==> config.mk <==
export PLATFORM = sky130hd
export DESIGN_NAME = exposure_ctrl
export DESIGN_NICKNAME = d
export VERILOG_FILES = /design/src/rtl/exp_pkg.sv /design/src/rtl/serial_loader.sv /design/src/rtl/shutter_cfg.sv /design/src/rtl/exposure_timer.sv /design/src/rtl/exposure_ctrl.sv
export SDC_FILE = /design/constraint.sdc
export NUM_CORES = 1
export LEC_CHECK = 0
export CAP_MARGIN = 20
export CORE_ASPECT_RATIO = 0.6
export CORE_MARGIN = 1
export CORE_UTILIZATION = 66
export CTS_BUF_LIST = sky130_fd_sc_hd__clkbuf_4 sky130_fd_sc_hd__clkbuf_8 sky130_fd_sc_hd__clkbuf_16
export CTS_CLUSTER_DIAMETER = 200
export CTS_CLUSTER_SIZE = 16
export DETAILED_ROUTE_END_ITERATION = 12
export PLACE_DENSITY = 0.91
export REMOVE_ABC_BUFFERS = 1
export SETUP_SLACK_MARGIN = 0.3
export SYNTH_ARGS = -nofsm -noshare
export SYNTH_HDL_FRONTEND = slang
export SYNTH_SLANG_ARGS = --single-unit
==> constraint.sdc <==
create_clock -name clk -period 7.64 [get_ports clk]
set_clock_uncertainty 0.1 [all_clocks]
set_input_delay 1.528 -clock clk [delete_from_list [all_inputs] [get_ports clk]]
set_output_delay 1.528 -clock clk [all_outputs]
set_load 0.05 [all_outputs]
==> src/rtl/exp_pkg.sv <==
package exp_pkg;
  typedef enum logic [1:0] {
    M_FLK  = 2'b00,
    M_FAST = 2'b01,
    M_SLOW = 2'b10,
    M_OFF  = 2'b11
  } shut_mode_t;

  typedef struct packed {
    shut_mode_t  mode;
    logic [8:0]  load;
  } shut_cfg_t;

  // preset load value chosen by the pin code for a given mode
  function automatic logic [8:0] preset_load(input shut_mode_t m, input logic [2:0] c);
    logic [8:0] r;
    r = 9'h196;
    if (m == M_FAST) begin
      case (c)
        3'd0:    r = 9'h196;
        3'd1:    r = 9'h176;
        3'd2:    r = 9'h137;
        3'd3:    r = 9'h118;
        3'd4:    r = 9'h108;
        3'd5:    r = 9'h100;
        3'd6:    r = 9'h0FC;
        default: r = 9'h0FA;
      endcase
    end else if (m == M_SLOW) begin
      r = 9'h1FE - {6'd0, c};
    end
    return r;
  endfunction
endpackage

==> src/rtl/serial_loader.sv <==
module serial_loader #(
  parameter int WORD_BITS = 12,
  parameter int SYNC_STAGES = 3
) (
  input  logic                 clk,
  input  logic                 rst,
  input  logic                 stb,
  input  logic                 sclk,
  input  logic                 sdat,
  output logic [WORD_BITS-1:0] word,
  output logic                 word_stb
);
  logic [SYNC_STAGES-1:0] s_stb, s_clk, s_dat;
  logic [WORD_BITS-1:0]   shreg;
  logic                   clk_rise, stb_rise;

  assign clk_rise = s_clk[SYNC_STAGES-2] & ~s_clk[SYNC_STAGES-1];
  assign stb_rise = s_stb[SYNC_STAGES-2] & ~s_stb[SYNC_STAGES-1];

  always_ff @(posedge clk) begin
    if (rst) begin
      s_stb    <= '0;
      s_clk    <= '0;
      s_dat    <= '0;
      shreg    <= '0;
      word     <= '0;
      word_stb <= 1'b0;
    end else begin
      s_stb    <= {s_stb[SYNC_STAGES-2:0], stb};
      s_clk    <= {s_clk[SYNC_STAGES-2:0], sclk};
      s_dat    <= {s_dat[SYNC_STAGES-2:0], sdat};
      word_stb <= stb_rise;
      if (clk_rise) shreg <= {s_dat[SYNC_STAGES-2], shreg[WORD_BITS-1:1]};
      if (stb_rise) word <= shreg;
    end
  end
endmodule

==> src/rtl/shutter_cfg.sv <==
module shutter_cfg
  import exp_pkg::*;
#(
  parameter int WORD_BITS = 12,
  parameter int LOAD_BITS = 9
) (
  input  logic                 clk,
  input  logic                 rst,
  input  logic                 sel_serial,
  input  logic [1:0]           pin_mode,
  input  logic [2:0]           pin_code,
  input  logic [WORD_BITS-1:0] word,
  input  logic                 word_stb,
  output shut_cfg_t            cfg,
  output logic                 err
);
  localparam logic [LOAD_BITS-1:0] BAD_SLOW = LOAD_BITS'(9'h0FF);

  shut_mode_t           w_mode, p_mode;
  logic [LOAD_BITS-1:0] w_load;

  assign w_load = word[LOAD_BITS-1:0];
  assign w_mode = shut_mode_t'({word[LOAD_BITS], word[LOAD_BITS+1]});
  assign p_mode = shut_mode_t'(pin_mode);

  always_ff @(posedge clk) begin
    if (rst) begin
      cfg.mode <= M_OFF;
      cfg.load <= 9'h1FF;
      err      <= 1'b0;
    end else if (!sel_serial) begin
      cfg.mode <= p_mode;
      cfg.load <= preset_load(p_mode, pin_code);
    end else if (word_stb) begin
      if (w_mode == M_SLOW && w_load == BAD_SLOW) begin
        err <= 1'b1;
      end else begin
        cfg.mode <= w_mode;
        cfg.load <= w_load;
      end
    end
  end
endmodule

==> src/rtl/exposure_timer.sv <==
module exposure_timer
  import exp_pkg::*;
#(
  parameter int FIELD_LINES = 262,
  parameter int FLK_LINES   = 157,
  parameter int LOAD_MAX    = 511
) (
  input  logic      clk,
  input  logic      rst,
  input  shut_cfg_t cfg,
  input  logic      line_tick,
  input  logic      field_tick,
  input  logic      rand_mode,
  input  logic      trig,
  output logic      xsub,
  output logic      xsg,
  output logic      wen,
  output logic      line_rst,
  output logic      vsync_hold
);
  localparam int OFFS = LOAD_MAX - FIELD_LINES;

  logic [2:0]  t_s;
  logic        trig_fall, busy;
  logic [9:0]  exp_lines, sub_lim, line_idx, nxt_idx, tcnt, ld_ext;
  logic [10:0] slow_n, fcnt;
  logic        xsub_n, xsg_n, lrst_n;

  assign trig_fall = t_s[2] & ~t_s[1];
  assign ld_ext    = {1'b0, cfg.load};

  always_comb begin
    case (cfg.mode)
      M_FAST:  exp_lines = (ld_ext <= 10'(OFFS)) ? 10'd1 : ld_ext - 10'(OFFS);
      M_FLK:   exp_lines = 10'(FLK_LINES);
      default: exp_lines = 10'(FIELD_LINES);
    endcase
    slow_n  = {10'(LOAD_MAX) - ld_ext, 1'b0};
    sub_lim = 10'(FIELD_LINES) - exp_lines;
    nxt_idx = field_tick ? 10'd0 : line_idx + 10'd1;
    xsub_n  = 1'b0;
    xsg_n   = 1'b0;
    lrst_n  = 1'b0;
    if (rand_mode) begin
      if (!busy) begin
        xsub_n = line_tick;
        if (trig_fall) begin
          xsub_n = 1'b1;
          lrst_n = 1'b1;
        end
      end else if (line_tick && (tcnt + 10'd1 >= exp_lines)) begin
        xsg_n = 1'b1;
      end
    end else begin
      xsub_n = line_tick && (cfg.mode == M_FAST || cfg.mode == M_FLK) && (nxt_idx < sub_lim);
      if (field_tick) xsg_n = (cfg.mode != M_SLOW) || (fcnt + 11'd1 >= slow_n);
    end
  end

  always_ff @(posedge clk) begin
    if (rst) begin
      t_s        <= '0;
      busy       <= 1'b0;
      tcnt       <= '0;
      line_idx   <= '0;
      fcnt       <= '0;
      xsub       <= 1'b0;
      xsg        <= 1'b0;
      wen        <= 1'b0;
      line_rst   <= 1'b0;
      vsync_hold <= 1'b0;
    end else begin
      t_s <= {t_s[1:0], trig};
      if (field_tick)     line_idx <= '0;
      else if (line_tick) line_idx <= line_idx + 10'd1;
      if (!rand_mode) begin
        busy <= 1'b0;
      end else if (!busy && trig_fall) begin
        busy <= 1'b1;
        tcnt <= '0;
      end else if (busy && line_tick) begin
        if (xsg_n) busy <= 1'b0;
        tcnt <= tcnt + 10'd1;
      end
      if (rand_mode || cfg.mode != M_SLOW) fcnt <= '0;
      else if (field_tick)                 fcnt <= xsg_n ? 11'd0 : fcnt + 11'd1;
      xsub       <= xsub_n;
      xsg        <= xsg_n;
      wen        <= xsg_n & rand_mode;
      line_rst   <= lrst_n;
      vsync_hold <= rand_mode;
    end
  end
endmodule

==> src/rtl/exposure_ctrl.sv <==
module exposure_ctrl
  import exp_pkg::*;
#(
  parameter int FIELD_LINES = 262,
  parameter int FLK_LINES   = 157,
  parameter int LOAD_BITS   = 9,
  parameter int WORD_BITS   = 12
) (
  input  logic       clk,
  input  logic       rst,
  input  logic       line_tick,
  input  logic       field_tick,
  input  logic       sel_serial,
  input  logic [1:0] pin_mode,
  input  logic [2:0] pin_code,
  input  logic       ser_stb,
  input  logic       ser_clk,
  input  logic       ser_dat,
  input  logic       rand_mode,
  input  logic       trig,
  output logic       xsub,
  output logic       xsg,
  output logic       wen,
  output logic       line_rst,
  output logic       vsync_hold,
  output logic       cfg_err
);
  localparam int LOAD_MAX = (1 << LOAD_BITS) - 1;

  logic [WORD_BITS-1:0] ser_word;
  logic                 ser_take;
  shut_cfg_t            cfg_q;

  serial_loader #(.WORD_BITS(WORD_BITS), .SYNC_STAGES(3)) u_ser (
    .clk(clk), .rst(rst), .stb(ser_stb), .sclk(ser_clk), .sdat(ser_dat),
    .word(ser_word), .word_stb(ser_take)
  );

  shutter_cfg #(.WORD_BITS(WORD_BITS), .LOAD_BITS(LOAD_BITS)) u_cfg (
    .clk(clk), .rst(rst), .sel_serial(sel_serial), .pin_mode(pin_mode),
    .pin_code(pin_code), .word(ser_word), .word_stb(ser_take),
    .cfg(cfg_q), .err(cfg_err)
  );

  exposure_timer #(.FIELD_LINES(FIELD_LINES), .FLK_LINES(FLK_LINES), .LOAD_MAX(LOAD_MAX)) u_tmr (
    .clk(clk), .rst(rst), .cfg(cfg_q), .line_tick(line_tick), .field_tick(field_tick),
    .rand_mode(rand_mode), .trig(trig), .xsub(xsub), .xsg(xsg), .wen(wen),
    .line_rst(line_rst), .vsync_hold(vsync_hold)
  );
endmodule

**Word-level counts from Yosys, hierarchy flattened**

Cells that the tools add are included.

- Register bits: 84
- Input port bits: 15

- $add $sub $neg: 7
- Magnitude comparators: 4
- Equality and inequality tests: 14
- Muxes and demuxes: 23
- Bitwise logic cells: 8
- Reduce and logical (&&, ||, !) cells: 22

Operator list:

| kind | count |
|---|---|
| 9-bit case mux with 7 select lines | 1 |
| 11-bit two-way mux | 4 |
| 10-bit two-way mux | 4 |
| 10-bit by 1-bit adder with 10-bit output (second input constant) | 2 |
| 10-bit case mux with 2 select lines | 1 |
| 9-bit two-way mux | 2 |
| 11-bit by 1-bit adder with 11-bit output (second input constant) | 1 |
| 11-bit >= comparator | 1 |
| 1-bit two-way mux | 11 |
| 10-bit >= comparator | 1 |
| 10-bit less-than comparator | 1 |
| 9-bit by 10-bit subtractor with 10-bit output (first input constant) | 1 |
| 9-bit by 8-bit subtractor with 10-bit output (second input constant) | 1 |
| 9-bit by 9-bit subtractor with 10-bit output (first input constant) | 1 |
| 3-bit == test (second input constant) | 3 |
| 9-bit by 8-bit == test with 1-bit output (second input constant) | 1 |
| 9-bit by 8-bit less-or-equal comparator with 1-bit output (second input constant) | 1 |
| 3-bit by 2-bit == test with 1-bit output (second input constant) | 2 |
| 1-bit logical AND | 6 |
| 2-bit AND reduction | 3 |
| 2-bit OR reduction | 3 |
| 2-bit by 4-bit subtractor with 5-bit output (first input constant) | 1 |
| 1-bit bitwise AND | 4 |
| 2-bit by 1-bit == test with 1-bit output (second input constant) | 2 |
| other kinds (12) | 20 |

**Depth between registers and ports, before layout**

Gate-level depths: netlist of run 1.

- Word-level depth: 11
- Depth in mapped cells: 18
- Gate-level depth less buffers: 18

**Modules after synthesis**

Synthesis of run 1 repeated with hierarchy kept, for this count alone.

- Cell total of the unflattened synthesis: 596
- Area total of the unflattened synthesis: 5268.8 µm²

By module, submodules not included:

| module | instances | cells an instance | area each (µm²) |
|---|---|---|---|
| exposure_timer | 1 | 394 | 3161.8 |
| serial_loader | 1 | 101 | 1252.5 |
| shutter_cfg | 1 | 101 | 854.6 |

**Worst setup path before layout of run 1**

Ideal clock, no wire load.

- Path kind: input to register
- Start: input field_tick
- End: register u_tmr.xsub
- Library setup time: 0.125 ns
- Arrival: 3.218 ns
- Data required time: 7.415 ns
- Path slack: 4.197 ns
- Cell stages on the path: 8
- Path through: clkbuf_1 > clkbuf_1 > nor2_1 > ha_1 > nand3_1 > or4_1 > a21oi_1 > o32ai_1

- Word-level cells in the longest chain between the ends: 4

RTL lines:

| what | RTL line | text |
|---|---|---|
| start: declaration | exposure_ctrl.sv:12 | `input logic field_tick,` |
| 10-bit two-way mux | exposure_timer.sv:40 | `nxt_idx = field_tick ? 10'd0 : line_idx + 10'd1;` |
| 10-bit less-than comparator | exposure_timer.sv:55 | `xsub_n = line_tick && (cfg.mode == M_FAST \|\| cfg.mode == M_FLK) && (nxt_idx < sub_lim);` |
| 1-bit logical AND | exposure_timer.sv:55 |  |
| 1-bit two-way mux | exposure_timer.sv:44 | `if (rand_mode) begin` |
| end signal: assignment | exposure_timer.sv:87 | `xsub <= xsub_n;` |
| end: declaration | exposure_timer.sv:15 | `output logic xsub,` |

No other way between the ends.
A chain may end at the register's enable or synchronous reset.

**Final worst setup path of run 1**

- Start: register, netlist name u_cfg.cfg[3]
- End: register u_tmr.xsub

- Word-level cells in the longest chain between the ends: 7
- Elaborated cells between the ends (all ways): 8
- Classes of those cells: 2 x add/sub; 2 x order compare; 3 x mux; 1 x reduce/logical

RTL lines:

| what | RTL line | text |
|---|---|---|
| 9-bit by 8-bit subtractor with 10-bit output or 9-bit by 8-bit less-or-equal comparator with 1-bit output (tied branches) | exposure_timer.sv:34 | `M_FAST: exp_lines = (ld_ext <= 10'(OFFS)) ? 10'd1 : ld_ext - 10'(OFFS);` |
| 10-bit two-way mux (*) | exposure_timer.sv:34 |  |
| 10-bit case mux with 2 select lines (*) | exposure_timer.sv:33 | `case (cfg.mode)` |
| 9-bit by 10-bit subtractor with 10-bit output (*) | exposure_timer.sv:39 | `sub_lim = 10'(FIELD_LINES) - exp_lines;` |
| 10-bit less-than comparator (*) | exposure_timer.sv:55 |  |
| 1-bit logical AND (*) | exposure_timer.sv:55 |  |
| 1-bit two-way mux (*) | exposure_timer.sv:44 |  |

Mark *: on every way between the ends. The rest lies on a longest branch, timed or not.

==> results of run 1 <==
critical path, stage by stage, from the launching register on:
cell	delay (ps)
dfxtp_1	670
and4_1	430
and2_1	190
a21o_1	170
a31oi_1	180
ha_1	310
a221oi_1	430
nand3_1	150
xnor2_1	150
ha_1	300
nand3_1	80
or4_1	500
a21oi_1	200
o32ai_1	110
cell usage in the layout (no fill, tap or decap), types with 8 or more instances in the layout:
| cell | Yosys | final |
|---|---|---|
| nand2_1 | 102 | 102 |
| xnor2_1 | 28 | 28 |
| xor2_1 | 18 | 18 |
| dfxtp_1 | 84 | 84 |
| o211ai_1 | 10 | 10 |
| a21oi_1 | 48 | 48 |
| inv_1 | 25 | 25 |
| o21ai_0 | 22 | 22 |
| nor3_1 | 13 | 13 |
| clkbuf_16 | 0 | 9 |
| nand2b_1 | 8 | 8 |
| clkdlybuf4s50_1 | 0 | 19 |
| nand3_1 | 22 | 22 |
| nor2b_1 | 21 | 21 |
| and3_1 | 9 | 9 |
| nor2_1 | 52 | 52 |
| ha_1 | 38 | 38 |
power by group:
group          total [mW]  switching, mW  internal (mW)
sequential          0.463         0.0157          0.447
clock               0.459          0.173          0.287
combinational       0.142         0.0848         0.0569
kinds of logic after synthesis:
group                      Yosys count
and+or+nand+nor                    271
AOI/OAI and AO/OA                  134
DFF                                 84
buffers and inverters               57
xor gates and xnor gates            46
adders and majority gates           38
muxes                                8
flip-flops by register name (all words and copies together) (netlist names), 2 cells and up:
signal	flops
u_cfg.cfg	11
u_ser.s_clk	3
u_ser.s_dat	2
u_ser.s_stb	3
u_ser.shreg	12
u_ser.word	11
u_tmr.fcnt	11
u_tmr.line_idx	10
u_tmr.t_s	3
u_tmr.tcnt	10
layout make-up:
cell class	instances	area, um^2	area share (%)
clock buffers	10	233	4.18
flip-flops and latches	84	1680	30.2
clock inverters	5	77.6	1.39
multi-input cells	497	3130	56.3
inverters	26	100	1.80
well taps	104	130	2.34
repair buffers	22	210	3.78
synthesized netlist by cell type (3+ instances only):
cell type    n  area share (%)
a2111oi_0    3            0.52
a211o_1      4            0.70
a21o_1       3            0.45
a21oi_1     48             4.8
a221oi_1     6             1.0
a22oi_1      4            0.60
a31oi_1      6            0.74
and2_1       7            0.87
and3_1       9             1.1
buf_2        4            0.40
clkbuf_1    25             1.9
dfxtp_1     84              33
ha_1        38             9.4
inv_1       25             1.9
mux2i_1      6             1.2
nand2_1    102             7.6
nand2b_1     8            0.99
nand3_1     22             2.2
nand3b_1     6            0.89
nand4_1      7            0.87
nor2_1      52             3.9
nor2b_1     21             2.6
nor3_1      13             1.3
nor4_1       5            0.62
o2111ai_1    3            0.52
o211ai_1    10             1.5
o21a_1       3            0.45
o21ai_0     22             2.2
o311ai_0     3            0.52
o31ai_1      3            0.45
o32a_1       3            0.60
or2_2        3            0.37
or3_1        6            0.74
xnor2_1     28             4.9
xor2_1      18             3.1
routing by layer:
metal  up-vias  GRT usage (%)  wire [um]
li1       2233              -          -
met2       260           51.2       5660
met5         -              0          0
met4         0           10.5        305
met3        48           8.22       1200
met1      2199           45.9       5610
stage by stage:
step	setup slack, ps	util [%]	hold slack (ps)	cell area [um^2]	std cells
2_1_floorplan	4310	-	306	4910	607
3_3_place_gp	3710	71.7	316	5250	733
3_5_place_dp	3580	71.7	324	5250	733
4_1_cts	3670	75.9	335	5560	748
5_1_grt	3320	75.9	355	5560	748
6_report	3530	75.9	336	5560	748
worst paths after layout:
path,from,end,slack (ps)
setup / recovery,u_cfg.cfg[3],u_tmr.xsub,3530
hold / removal,u_ser.s_stb[0],u_ser.s_stb[1],340
hold reg to reg,u_ser.s_stb[0],u_ser.s_stb[1],340
setup reg to reg,u_cfg.cfg[3],u_tmr.xsub,3530
==> report_table.html, run 1 <==
<table>
<tr><th>Metric</th><th>Value</th></tr>
<tr><th colspan="2">Global routing</th></tr>
<tr><td>Global router's overall resource usage</td><td>33.3%</td></tr>
<tr><td>Grt total ovfl</td><td>0</td></tr>
<tr><td>Pin count of the biggest net entering global routing</td><td>51</td></tr>
<tr><td>Number of global-route vias before repair</td><td>around 4400</td></tr>
<tr><td>First-pass GRT wire length</td><td>21100 um</td></tr>
<tr><td>Antenna violations before repair</td><td>0</td></tr>
<tr><th colspan="2">CTS</th></tr>
<tr><td>Number of hold-repair buffers added at the cts stage</td><td>0</td></tr>
<tr><td>Post-CTS setup buffer count</td><td>0</td></tr>
<tr><td>Worst-Skew Late Latency</td><td>340 ps</td></tr>
<tr><td>Maximum count of clock buffers along a single path</td><td>2</td></tr>
<tr><td>Max H-tree Level</td><td>3</td></tr>
<tr><td>Post-CTS clock slew at the launch and capture registers of the worst setup and hold paths</td><td>60 ps</td></tr>
<tr><td>CTS sink count</td><td>84</td></tr>
<tr><td>Resized cells post-CTS</td><td>0</td></tr>
<tr><td>TritonCTS clock tree</td><td>done</td></tr>
<tr><td>Root Driver</td><td>clkbuf_16</td></tr>
<tr><td>Number of buffers created by CTS</td><td>9</td></tr>
<tr><th colspan="2">Synthesis</th></tr>
<tr><td>Register bit total from synthesis</td><td>84</td></tr>
<tr><td>Xor and xnor area share after synthesis</td><td>7.99%</td></tr>
<tr><td>Most common flop cell mapped by yosys</td><td>dfxtp_1</td></tr>
<tr><td>Area fraction in compound gates after synthesis</td><td>17.2%</td></tr>
<tr><td>Avg Inst Size Synth</td><td>7.90 um^2</td></tr>
<tr><td>Synth Area in Adders</td><td>9.43%</td></tr>
<tr><td>Sequential fraction of the synthesis area</td><td>33.4%</td></tr>
<tr><td>Number of enable-type register cells in the synthesized netlist</td><td>0</td></tr>
<tr><td>Mapped Cells</td><td>638</td></tr>
<tr><td>Largest family of logic cells by synthesized area</td><td>simple AND/OR/NAND/NOR gates</td></tr>
<tr><td>Warning count from the yosys run</td><td>0</td></tr>
<tr><td>Fraction of synthesized area in multiplexers</td><td>1.64%</td></tr>
<tr><td>Number of library cell types mapped by synthesis</td><td>56</td></tr>
<tr><td>Cell area after synthesis</td><td>slightly above 5000 um^2</td></tr>
<tr><td>Simple-gate share of the synthesized area</td><td>25.8%</td></tr>
<tr><td>Async set-or-reset flop fraction in the synthesized netlist</td><td>0%</td></tr>
<tr><th colspan="2">Timing</th></tr>
<tr><td>Post-route clock period utilization</td><td>53.8%</td></tr>
<tr><td>Final number of max-transition violations</td><td>0</td></tr>
<tr><td>Headroom to the max-slew limit</td><td>33.6%</td></tr>
<tr><td>Final sum of negative setup slack</td><td>0 ps</td></tr>
<tr><td>Count of endpoints failing hold in the final timing report</td><td>0</td></tr>
<tr><td>Count of endpoints failing setup in the final report</td><td>0</td></tr>
<tr><td>RSZ-0062 raised after global routing</td><td>no</td></tr>
<tr><td>Highest attainable clock frequency</td><td>243 MHz</td></tr>
<tr><td>Actual transition at the worst max-transition pin</td><td>991 ps</td></tr>
<tr><td>Minimum clock period</td><td>4110 ps</td></tr>
<tr><th colspan="2">Critical path</th></tr>
<tr><td>Max Fanout on Critical Path</td><td>15</td></tr>
<tr><td>Critical path class</td><td>register to register</td></tr>
<tr><td>R2R depth</td><td>13</td></tr>
<tr><td>Endpoint kind of the worst setup timing path</td><td>register</td></tr>
<tr><td>Startpoint type of the worst setup path</td><td>register</td></tr>
<tr><td>Worst Path Arrival</td><td>~4200 ps</td></tr>
<tr><td>Required @ worst endpoint</td><td>7760 ps</td></tr>
<tr><th colspan="2">Power</th></tr>
<tr><td>Worst supply voltage drop on vdd</td><td>between 0.0001 and 0.00015 V</td></tr>
<tr><td>PD cells</td><td>between 150 and 200 nW/um^2</td></tr>
<tr><td>Final Power</td><td>around 1.1 mW</td></tr>
<tr><td>Lkg Pwr</td><td>between 2 and 2.5 nW</td></tr>
<tr><th colspan="2">Routing</th></tr>
<tr><td>Vias</td><td>4740</td></tr>
<tr><td>Length of the first detailed-routing pass in iterations</td><td>5</td></tr>
<tr><td>Via-to-Cell Ratio</td><td>6.34</td></tr>
<tr><td>Final routed wire length divided by cell count</td><td>17.1 um</td></tr>
<tr><td>Final routed wirelength across all metal layers</td><td>12800 um</td></tr>
<tr><td>Post-DRT Antenna Nets</td><td>0</td></tr>
<tr><td>DRC violation count after routing</td><td>0</td></tr>
<tr><td>DRC violation total after the first TritonRoute iteration</td><td>~460</td></tr>
<tr><th colspan="2">Min path</th></tr>
<tr><td>Number of cells on the worst hold path</td><td>1</td></tr>
<tr><td>Hold WC Path Type</td><td>register to register</td></tr>
<tr><th colspan="2">Flow run</th></tr>
<tr><td>MaxCap Viol Count</td><td>0</td></tr>
<tr><th colspan="2">Die</th></tr>
<tr><td>I/O pin count</td><td>21</td></tr>
<tr><td>Overall die area</td><td>8000 um^2</td></tr>
<tr><td>Initial Util</td><td>68.8%</td></tr>
<tr><td>Die Y-Extent</td><td>69.7 um</td></tr>
<tr><td>Area of the core</td><td>between 7000 and 8000 um^2</td></tr>
<tr><td>Row count</td><td>24</td></tr>
<tr><td>Die width</td><td>115 um</td></tr>
<tr><th colspan="2">Placement</th></tr>
<tr><td># port buffers</td><td>20</td></tr>
<tr><td>Post-detail-place hpwl</td><td>about 8900 um</td></tr>
<tr><td>Global placement routability congestion</td><td>0.945</td></tr>
<tr><th colspan="2">Layout</th></tr>
<tr><td>Number of nets in the layout</td><td>roughly 690</td></tr>
<tr><td>Layout cells sized above 1</td><td>4.19%</td></tr>
<tr><td>Filler Cell Count</td><td>532</td></tr>
<tr><td>Count of antenna diodes in the layout</td><td>0</td></tr>
<tr><td>Layout overhead on the synthesized area</td><td>10.4%</td></tr>
<tr><th colspan="2">Run status</th></tr>
<tr><td>Outcome</td><td>finished, final reports clean</td></tr>
</table>
(Power assumes the default switching activity.)
==> run 2: changes to the inputs <==
--- a/config.mk
+++ b/config.mk
@@ -8,12 +8,12 @@
 export CAP_MARGIN = 20
 export CORE_ASPECT_RATIO = 0.6
 export CORE_MARGIN = 1
-export CORE_UTILIZATION = 66
+export CORE_UTILIZATION = 55
 export CTS_BUF_LIST = sky130_fd_sc_hd__clkbuf_4 sky130_fd_sc_hd__clkbuf_8 sky130_fd_sc_hd__clkbuf_16
 export CTS_CLUSTER_DIAMETER = 200
 export CTS_CLUSTER_SIZE = 16
 export DETAILED_ROUTE_END_ITERATION = 12
-export PLACE_DENSITY = 0.91
+export PLACE_DENSITY = 0.81
 export REMOVE_ABC_BUFFERS = 1
 export SETUP_SLACK_MARGIN = 0.3
 export SYNTH_ARGS = -nofsm -noshare
==> constraint.sdc (replaced) <==
create_clock -name clk -period 3.6 [get_ports clk]
set_clock_uncertainty 0.1 [all_clocks]
set_input_delay 0.72 -clock clk [delete_from_list [all_inputs] [get_ports clk]]
set_output_delay 0.72 -clock clk [all_outputs]
set_load 0.05 [all_outputs]
==> report_table.html, run 2 (same netlist as run 1, synthesis figures left out) <==
<table>
<tr><th>Metric</th><th>Value</th></tr>
<tr><th colspan="2">Global routing</th></tr>
<tr><td>Antenna violations before repair</td><td>0 (unchanged)</td></tr>
<tr><td>Number of global-route vias before repair</td><td>4344 (-2.3%)</td></tr>
<tr><td>Pin count of the biggest net entering global routing</td><td>50 (-2.0%)</td></tr>
<tr><td>Global router's overall resource usage</td><td>27.3% (-6.0 points)</td></tr>
<tr><td>First-pass GRT wire length</td><td>20800 um (-1.4%)</td></tr>
<tr><td>Grt total ovfl</td><td>0 (unchanged)</td></tr>
<tr><th colspan="2">CTS</th></tr>
<tr><td>TritonCTS clock tree</td><td>done</td></tr>
<tr><td>Number of buffers created by CTS</td><td>9 (unchanged)</td></tr>
<tr><td>CTS sink count</td><td>84 (unchanged)</td></tr>
<tr><td>Root Driver</td><td>clkbuf_16</td></tr>
<tr><td>Max H-tree Level</td><td>3 (unchanged)</td></tr>
<tr><td>Maximum count of clock buffers along a single path</td><td>2 (unchanged)</td></tr>
<tr><td>Number of hold-repair buffers added at the cts stage</td><td>0 (unchanged)</td></tr>
<tr><td>Worst-Skew Late Latency</td><td>350 ps (about the same)</td></tr>
<tr><td>Post-CTS clock slew at the launch and capture registers of the worst setup and hold paths</td><td>60 ps (about the same)</td></tr>
<tr><th colspan="2">Timing</th></tr>
<tr><td>Minimum clock period</td><td>3300 ps (-804 ps)</td></tr>
<tr><td>RSZ-0062 raised after global routing</td><td>yes</td></tr>
<tr><td>Highest attainable clock frequency</td><td>303 MHz (+24%)</td></tr>
<tr><td>Count of endpoints failing setup in the final report</td><td>0 (unchanged)</td></tr>
<tr><td>Final sum of negative setup slack</td><td>0 ps (unchanged)</td></tr>
<tr><td>Post-route clock period utilization</td><td>91.8% (+38 points)</td></tr>
<tr><td>Final number of max-transition violations</td><td>0 (unchanged)</td></tr>
<tr><td>Count of endpoints failing hold in the final timing report</td><td>0 (unchanged)</td></tr>
<tr><td>Headroom to the max-slew limit</td><td>46.8% (+13 points)</td></tr>
<tr><td>Post-route setup slack</td><td>296 ps (-3240 ps)</td></tr>
<tr><td>Actual transition at the worst max-transition pin</td><td>797 ps (-194 ps)</td></tr>
<tr><th colspan="2">Power</th></tr>
<tr><td>Power share of the sequential group</td><td>43.5% (about the same)</td></tr>
<tr><td>Worst supply voltage drop on vdd</td><td>0.000253 V (+140%)</td></tr>
<tr><td>PD cells</td><td>374 nW/um^2 (+95%)</td></tr>
<tr><td>Share of total power in combinational logic</td><td>17.9% (+4.6 points)</td></tr>
<tr><td>Lkg Pwr</td><td>2.31 nW (+7.4%)</td></tr>
<tr><td>Net switching power</td><td>0.643 mW (+140%)</td></tr>
<tr><td>Internal power of the cells</td><td>1.59 mW (+100%)</td></tr>
<tr><td>Clock group share of total power</td><td>38.7% (-4.5 points)</td></tr>
<tr><td>Sw Share</td><td>28.8% (+3.1 points)</td></tr>
<tr><td>Final Power</td><td>2.24 mW (+110%)</td></tr>
<tr><th colspan="2">Routing</th></tr>
<tr><td>Final routed wirelength across all metal layers</td><td>13100 um (+2.4%)</td></tr>
<tr><td>DRC violation count after routing</td><td>2 (+2)</td></tr>
<tr><td>Final routed wire length divided by cell count</td><td>16.6 um (-2.7%)</td></tr>
<tr><td>Length of the first detailed-routing pass in iterations</td><td>10 (+5)</td></tr>
<tr><td>Post-DRT Antenna Nets</td><td>0 (unchanged)</td></tr>
<tr><td>Vias</td><td>4816 (+1.6%)</td></tr>
<tr><td>DRC violation total after the first TritonRoute iteration</td><td>494 (+7.6%)</td></tr>
<tr><td>Via-to-Cell Ratio</td><td>6.12 (-3.4%)</td></tr>
<tr><th colspan="2">Die</th></tr>
<tr><td>Row count</td><td>26 (+8.3%)</td></tr>
<tr><td>Area of the core</td><td>8690 um^2 (+19%)</td></tr>
<tr><td>Die Y-Extent</td><td>76.2 um (+9.3%)</td></tr>
<tr><td>Die width</td><td>126 um (+9.4%)</td></tr>
<tr><td>Overall die area</td><td>9560 um^2 (+20%)</td></tr>
<tr><td>I/O pin count</td><td>21 (unchanged)</td></tr>
<tr><td>Initial Util</td><td>58.0% (-11 points)</td></tr>
<tr><th colspan="2">Run status</th></tr>
<tr><td>Outcome</td><td>complete, but fails checks</td></tr>
<tr><td>Violated checks</td><td>design-rule violations</td></tr>
<tr><th colspan="2">Layout</th></tr>
<tr><td>Final instance area</td><td>5990 um^2 (+7.6%)</td></tr>
<tr><td>Number of nets in the layout</td><td>723 (+4.3%)</td></tr>
<tr><td>Layout cells sized above 1</td><td>13.8% (+9.6 points)</td></tr>
<tr><td>Most common cell after layout, fill and taps aside</td><td>nand2_1</td></tr>
<tr><td>Total area of multi-input combinational cells</td><td>3330 um^2 (+6.6%)</td></tr>
<tr><td>Register area</td><td>1690 um^2 (+0.74%)</td></tr>
<tr><td>Largest register FFs</td><td>12 (unchanged)</td></tr>
<tr><td>Filler Cell Count</td><td>665 (+25%)</td></tr>
<tr><td>Largest Register</td><td>u_ser.shreg</td></tr>
<tr><td>Count of antenna diodes in the layout</td><td>0 (unchanged)</td></tr>
<tr><td>Layout overhead on the synthesized area</td><td>18.8%</td></tr>
<tr><td>Most used cells in the layout excluding fill and tap cells</td><td>nand2_1, dfxtp_1, nor2_1</td></tr>
<tr><th colspan="2">Flow run</th></tr>
<tr><td>MaxCap Viol Count</td><td>0 (unchanged)</td></tr>
<tr><th colspan="2">Critical path</th></tr>
<tr><td>CP max stage delay</td><td>550 ps (-120 ps)</td></tr>
<tr><td>Max Fanout on Critical Path</td><td>6 (-9)</td></tr>
<tr><td>Required @ worst endpoint</td><td>3730 ps (-4030 ps)</td></tr>
<tr><td>Cell-by-cell listing of the critical path</td><td>inv_4 -&gt; ha_4 -&gt; o21bai_4 -&gt; a31oi_4 -&gt; buf_4 -&gt; buf_4 -&gt; nor3_2 -&gt; a21oi_2 -&gt; mux2i_1 -&gt; a22oi_1 -&gt; ha_1 -&gt; nand3_1 -&gt; or4_4 -&gt; a21oi_4 -&gt; o32ai_2</td></tr>
<tr><td>Endpoint kind of the worst setup timing path</td><td>register</td></tr>
<tr><td>Most common cell on crit path</td><td>buf_4</td></tr>
<tr><td>Bufs and invs on worst path</td><td>3 (+3)</td></tr>
<tr><td>Worst Path Arrival</td><td>3430 ps (-800 ps)</td></tr>
<tr><td>Slowest-stage cell, CP</td><td>or4_4</td></tr>
<tr><td>Critical path class</td><td>register to register</td></tr>
<tr><td>R2R depth</td><td>15 (+2)</td></tr>
<tr><td>Number of cells on the critical path</td><td>15 (+2)</td></tr>
<tr><td>Startpoint type of the worst setup path</td><td>register</td></tr>
<tr><td>Top cell family by delay on the critical path</td><td>simple AND/OR/NAND/NOR gates</td></tr>
<tr><th colspan="2">Placement</th></tr>
<tr><td>Post-detail-place hpwl</td><td>8910 um (-0.20%)</td></tr>
<tr><td># port buffers</td><td>20 (unchanged)</td></tr>
<tr><td>DP Worst Slack</td><td>-77.7 ps (-3650 ps)</td></tr>
<tr><td>Instance area after placement</td><td>5350 um^2 (+1.9%)</td></tr>
<tr><td>Global placement routability congestion</td><td>0.930 (-1.6%)</td></tr>
<tr><th colspan="2">Min path</th></tr>
<tr><td>Hold WC Path Type</td><td>register to register</td></tr>
<tr><td>Number of cells on the worst hold path</td><td>1 (unchanged)</td></tr>
</table>
## run 2: cell count changes in the layout (fill, tap and decap cells not counted), sizes merged
cell and change:
bufinv -2, clkbuf -1, clkinv +1, inv +2
clkinvlp +1, buf +30
## run 2: repair_timing
item | in CTS | in global routing
pin swaps | 8 | 19
setup endpoints to repair | 14 | 12
resized for setup | 17 | 35
setup buffers | 8 | 10
## run 2: area by class of cell
class | count | area share (%)
sequential | 84 | 28.3
clock buffer | 9 | 3.76
clock inverter | 7 | 0.857
multi-input combinational | 497 | 55.7
timing repair buffer | 52 | 7.27
tap | 112 | 2.34
inverter | 26 | 1.76
## run 2: per-layer routing
layer / track usage (%) / wire (um)
met3: 6.11 / 1050
met2: 41.7 / 5860
met1: 37.7 / 5860
met4: 9.88 / 321
met5: 0 / 0
## run 2: path summary, 6_finish.rpt
| kind | startpoint | end | slack, ps |
|---|---|---|---|
| worst min-delay path | u_ser.s_stb[0] | u_ser.s_stb[1] | 330 |
| worst min register to register | u_ser.s_stb[0] | u_ser.s_stb[1] | 330 |
| worst max-delay path | u_cfg.cfg[0] | u_tmr.xsub | 300 |
| worst max register to register | u_cfg.cfg[0] | u_tmr.xsub | 300 |
## run 2: through the flow
step / cells / utilization [%] / hold WS, ps
4_1_cts: 777 / 66.1 / 335
3_5_place_dp: 753 / 61.6 / 320
6_report: 787 / 68.9 / 334
3_3_place_gp: 753 / 61.6 / 317
2_1_floorplan: 607 / - / 306
5_1_grt: 787 / 68.9 / 360
## run 2: power groups by stage
stage	clock network, mW	registers, mW	logic [mW]
4_1_cts	0.876	0.968	0.332
3_3_place_gp	0	0.987	0.303
5_1_grt	0.911	0.974	0.430
3_5_place_dp	0	0.988	0.314
6_report	0.864	0.972	0.400
2_1_floorplan	0	0.997	0.187
